## config.mk

```make
export PLATFORM = sky130hd
export DESIGN_NAME = cal_alarm_cmp
export DESIGN_NICKNAME = d
export VERILOG_FILES = /design/src/rtl/cal_alarm_pkg.sv /design/src/rtl/alarm_match.sv /design/src/rtl/alarm_wr_guard.sv /design/src/rtl/alarm_channel.sv /design/src/rtl/cal_alarm_cmp.sv
export SDC_FILE = /design/constraint.sdc
export NUM_CORES = 1
export LEC_CHECK = 0
export ABC_CLOCK_PERIOD_IN_PS = 3100
export BUFFER_PORTS_ARGS = -buffer_cell sky130_fd_sc_hd__clkbuf_2
export CAP_MARGIN = 25
export CORE_MARGIN = 2
export CORE_UTILIZATION = 58
export CTS_CLUSTER_SIZE = 40
export DETAILED_ROUTE_END_ITERATION = 8
export PLACE_DENSITY = 0.87
export SLEW_MARGIN = 20
export SYNTH_ARGS = -nofsm -noshare
export SYNTH_HDL_FRONTEND = slang
export SYNTH_SLANG_ARGS = --single-unit
```

## constraint.sdc

```tcl
create_clock -name clk -period 3.1 [get_ports clk]
set_input_delay 0.62 -clock clk [delete_from_list [all_inputs] [get_ports clk]]
set_output_delay 0.62 -clock clk [all_outputs]
set_load 0.02 [all_outputs]
```

## src/rtl/cal_alarm_pkg.sv

```systemverilog
package cal_alarm_pkg;

  localparam int CFG_W = 31;

  // Alarm setting word; the first member sits at the top bit.
  typedef struct packed {
    logic       msk_day;   // [30]
    logic       msk_hour;  // [29]
    logic       msk_min;   // [28]
    logic       msk_sec;   // [27]
    logic       wday_sel;  // [26] 1: day field is a weekday
    logic [5:0] day;       // [25:20]
    logic [5:0] hour;      // [19:14]
    logic [6:0] min;       // [13:7]
    logic [6:0] sec;       // [6:0]
  } alarm_cfg_t;

  typedef struct packed {
    logic [2:0] wday;
    logic [5:0] mday;
    logic [5:0] hour;
    logic [6:0] min;
    logic [6:0] sec;
  } cal_now_t;

endpackage

```

## src/rtl/alarm_match.sv

```systemverilog
module alarm_match
  import cal_alarm_pkg::*;
(
  input  alarm_cfg_t cfg,
  input  cal_now_t   now,
  output logic       hit
);
  logic sec_ok, min_ok, hour_ok, day_ok;
  logic day_eq;

  always_comb begin
    if (cfg.wday_sel) day_eq = (cfg.day == {3'b000, now.wday});
    else              day_eq = (cfg.day == now.mday);
    sec_ok  = cfg.msk_sec  | (cfg.sec  == now.sec);
    min_ok  = cfg.msk_min  | (cfg.min  == now.min);
    hour_ok = cfg.msk_hour | (cfg.hour == now.hour);
    day_ok  = cfg.msk_day  | day_eq;
    hit     = sec_ok & min_ok & hour_ok & day_ok;
  end
endmodule

```

## src/rtl/alarm_wr_guard.sv

```systemverilog
module alarm_wr_guard #(
  parameter int WR_LAT = 3
) (
  input  logic clk,
  input  logic rst,
  input  logic en,
  output logic ok
);
  localparam int CW = (WR_LAT < 2) ? 1 : $clog2(WR_LAT);
  localparam logic [CW-1:0] LAST = CW'(WR_LAT - 1);

  logic [CW-1:0] cnt;

  always_ff @(posedge clk) begin
    if (rst) begin
      cnt <= '0;
      ok  <= 1'b0;
    end else if (en) begin
      cnt <= '0;
      ok  <= 1'b0;
    end else if (!ok) begin
      if (cnt == LAST) ok <= 1'b1;
      else             cnt <= cnt + 1'b1;
    end
  end
endmodule

```

## src/rtl/alarm_channel.sv

```systemverilog
module alarm_channel
  import cal_alarm_pkg::*;
#(
  parameter int WR_LAT = 3
) (
  input  logic             clk,
  input  logic             rst,
  input  logic             en,
  input  logic             tick,
  input  cal_now_t         now,
  input  logic             wr_stb,
  input  logic [CFG_W-1:0] wr_data,
  input  logic             clr,
  output logic             wr_ok,
  output logic             flag,
  output logic             flag_nxt
);
  alarm_cfg_t cfg_q;
  logic       hit;

  alarm_wr_guard #(.WR_LAT(WR_LAT)) u_guard (
    .clk (clk),
    .rst (rst),
    .en  (en),
    .ok  (wr_ok)
  );

  alarm_match u_match (
    .cfg (cfg_q),
    .now (now),
    .hit (hit)
  );

  always_ff @(posedge clk) begin
    if (rst)                  cfg_q <= '0;
    else if (wr_stb && wr_ok) cfg_q <= alarm_cfg_t'(wr_data);
  end

  // A new match outranks a clear arriving in the same cycle.
  always_comb flag_nxt = (tick & en & hit) | (flag & ~clr);

  always_ff @(posedge clk) begin
    if (rst) flag <= 1'b0;
    else     flag <= flag_nxt;
  end
endmodule

```

## src/rtl/cal_alarm_cmp.sv

```systemverilog
module cal_alarm_cmp
  import cal_alarm_pkg::*;
#(
  parameter int NUM_CH = 2,
  parameter int WR_LAT = 3
) (
  input  logic              clk,
  input  logic              rst,
  input  logic              sec_tick,
  input  logic [6:0]        cal_sec,
  input  logic [6:0]        cal_min,
  input  logic [5:0]        cal_hour,
  input  logic [5:0]        cal_mday,
  input  logic [2:0]        cal_wday,
  input  logic [NUM_CH-1:0] alm_en,
  input  logic [NUM_CH-1:0] irq_en,
  input  logic [NUM_CH-1:0] wr_stb,
  input  logic [CFG_W-1:0]  wr_data,
  input  logic [NUM_CH-1:0] flag_clr,
  output logic [NUM_CH-1:0] wr_ok,
  output logic [NUM_CH-1:0] flag_o,
  output logic              irq_o
);
  cal_now_t          now;
  logic [NUM_CH-1:0] flag_nxt;

  always_comb begin
    now.sec  = cal_sec;
    now.min  = cal_min;
    now.hour = cal_hour;
    now.mday = cal_mday;
    now.wday = cal_wday;
  end

  for (genvar g = 0; g < NUM_CH; g++) begin : g_ch
    alarm_channel #(.WR_LAT(WR_LAT)) u_ch (
      .clk      (clk),
      .rst      (rst),
      .en       (alm_en[g]),
      .tick     (sec_tick),
      .now      (now),
      .wr_stb   (wr_stb[g]),
      .wr_data  (wr_data),
      .clr      (flag_clr[g]),
      .wr_ok    (wr_ok[g]),
      .flag     (flag_o[g]),
      .flag_nxt (flag_nxt[g])
    );
  end

  always_ff @(posedge clk) begin
    if (rst) irq_o <= 1'b0;
    else     irq_o <= |(flag_nxt & irq_en);
  end
endmodule

```

==> impl_metrics.ini <==
[critical_path]
cp_max_fo = 7
cp_cell_sequence = mux2i_1 > xor2_1 > a31o_1 > o2111ai_1 > or4b_1 > a41oi_2
crit_type = flip-flop to flip-flop
r2r_setup_slack_ps = 940
critPathLaunchType = flip-flop
cp_num_buf_inv = 0
r2r_cells = 6
reg2reg_from = g_ch[1].u_ch.cfg_q[26]
crit_path_top_delay_cell = or4b_1
path_depth = 6
cp-end-kind = flip-flop
crit_end = irq_o
path_delay_family = simple AND/OR/NAND/NOR gates
arrival_ps = 2440
timing.rr.end = irq_o
cp.required_ps = 3370
slowest_delay_ps = 560
setup.worst_path.start = g_ch[1].u_ch.cfg_q[26]

[sta]
maxSlewHeadroom_pct = 52.8
worst_pin_slew_ps = 709
setup_violations = 0
finalHoldViolations = 0
post-route-min-period_ps = 2160
slew_viol_final = 0
setup_ws_ps = 939
holdWs_ps = 459
clock.fmax_ghz = 0.463
clock_skew_ps = 9.03
fin_crit_sh_pct = 69.7
rsz0062_at_grt = no
tns_ps = 0

[clock_tree]
cts_tree = done
clk_latency_ps = 340
cts_setup_buffers = 0
htree_levels = 3
cts_sinks = 71
cts-root-buf = clkbuf_8
clk_path_buf_depth = 2
post_cts_resized = 0
cts.reportedPaths.clkPinSlew_ps = 80
numCtsBuffers = 9
cts_hold_buf = 0

[place]
dp_hpwl_um = 5530
numPortBuffers = 75
placed_cell_area_um2 = 3640
gp_congestion = 0.828
dp_slack_ps = 765

[floorplanning]
ios = 76
row_count = 27
initial_core_util_pct = 59.6
die_y_um = 79.0
die_area_um2 = 6240
core_um2 = 5470
die_w_um = 79.0

[drt]
wl_um = 7830
first_pass_iters = 4
viasPerCell = 5.42
vias = 2985
ant_nets = 0
wl_per_cell_um = 14.2
dr.first_iter.drc_count = 216
drc = 0

[cells_and_area]
final_common_cell = nand2_1
final_cell_area_um2 = 3870
drive_gt1_share_pct = 20.5
syn_to_final_growth_pct = 18.8
nets = 547
diodes = 0
layout_common_cells = 129 x nand2_1, 75 x clkbuf_2, 71 x dfxtp_1, 65 x a21oi_1, 29 x xor2_1

[power]
cellLeakagePower_nw = 1.49
power_density_nw_per_um2 = 498
ir_drop_v = 0.000332

[synth]
ys_seq_area_share_pct = 43.6
synth_nets = 483
syn_avg_cell_area_um2 = 7.95
synth_top_area_cell = dfxtp_1
synthCells = 410
synth_top_area_share_pct = 43.6
synth_area_leaders = dfxtp_1 44%, nand2_1 15%, a21oi_1 10%, xor2_1 7.8%, xnor2_1 6.2%
yosys_warnings = 0
synth_cell_types = 36
synth_area_um2 = 3260
ys_ff_latch = 71

[status]
status = finished clean

[global_routing]
grt_pass1_vias = 2827
grt_max_degree = 37
grt_use_total_pct = 26.7
grt.overflow.total = 0
antenna_found_initial = 0
grt_pass1_wl_um = 12900

[hold_path]
hold_class = flip-flop to flip-flop

[flow_run]
cap_violations = 0
[Yosys cell counts, drive strengths merged]
| cell type | n |
|---|---|
| nand2b | 2 |
| o32ai | 1 |
| inv | 3 |
| nor4 | 7 |
| a21oi | 65 |
| nand3 | 1 |
| and2 | 2 |
| clkbuf | 23 |
| a41o | 1 |
| a41oi | 3 |
| nor2b | 2 |
| xor2 | 29 |
| o21ai | 4 |
| xnor2 | 23 |
| nor2 | 8 |
| o311a | 1 |
| nand4b | 1 |
| a31o | 1 |
| dfxtp | 71 |
| mux2i | 4 |
| o31ai | 1 |
| nand4 | 2 |
| a2111oi | 2 |
| a31oi | 4 |
| o2111ai | 1 |
| ha | 2 |
| nand3b | 1 |
| buf | 5 |
| or4b | 1 |
| nor4bb | 2 |
| o21bai | 1 |
| nand2 | 129 |
| or3 | 1 |
| nor3 | 6 |
[flip-flops by register name (all words and copies together) (netlist names)]
register and cells:
g_ch.u_ch.cfg_q 62, g_ch.u_ch.u_guard.cnt 4, g_ch.u_ch.flag 2, g_ch.u_ch.u_guard.ok 2
irq_o 1
[layer usage]
layer	wire length (µm)	share of wire, %	vias to the layer above	track usage (%)
li1	-	-	1491	-
met1	3310	42	1382	34.0
met2	3830	49	99	42.9
met3	543	6.9	13	5.57
met4	149	1.9	0	13.4
met5	0	0	-	0
[power breakdown]
part,switching [mW],leakage (nW),internal (mW)
Combinational,0.0870,0.805,0.0716
Sequential,0.00817,0.573,0.923
Clock,0.344,0.112,0.495
[kinds of logic after synthesis]
family / count (synthesis) / share of synthesized area, %
fa+ha+maj: 2 / 0.768
compound gates: 85 / 14.8
mux: 4 / 1.23
flops: 71 / 43.6
xor+xnor: 52 / 14.0
simple gates: 165 / 21.3
buf+inv: 31 / 4.26
[area by class of cell]
type                       count  area (µm²)
tap                           72        90.1
fill                         420        1600
clock buffer                  11         151
sequential                    71        1420
timing repair buffer          81         420
inverter                       3        11.3
clock inverter                 5        80.1
multi-input combinational    308        1700
[worst reg2reg max path, delay by kind of cell, from the launching register on]
kind,cells,cell delay (ps)
simple gates,1,560
compound gates,3,520
flops,1,480
mux,1,330
xor+xnor,1,200
[worst min-delay path by stage]
stage,from,end,cells past startpoint
4_1_cts,g_ch[1].u_ch.cfg_q[27],g_ch[1].u_ch.cfg_q[27],2
5_1_grt,g_ch[0].u_ch.cfg_q[27],g_ch[0].u_ch.cfg_q[27],2
2_1_floorplan,g_ch[1].u_ch.cfg_q[27],g_ch[1].u_ch.cfg_q[27],2
6_report,g_ch[1].u_ch.cfg_q[27],g_ch[1].u_ch.cfg_q[27],2
3_5_place_dp,g_ch[1].u_ch.cfg_q[27],g_ch[1].u_ch.cfg_q[27],2
3_3_place_gp,g_ch[1].u_ch.cfg_q[29],g_ch[1].u_ch.cfg_q[29],2
[stage by stage]
stage               util, %  instances  power (mW)
finish                 70.8        551        1.93
global route           70.8        551        1.99
CTS                    70.8        551        1.94
detailed placement     66.6        535        1.11
global placement       66.6        535        1.10
floorplan                 -        410        1.03
(Power assumes the default switching activity.)
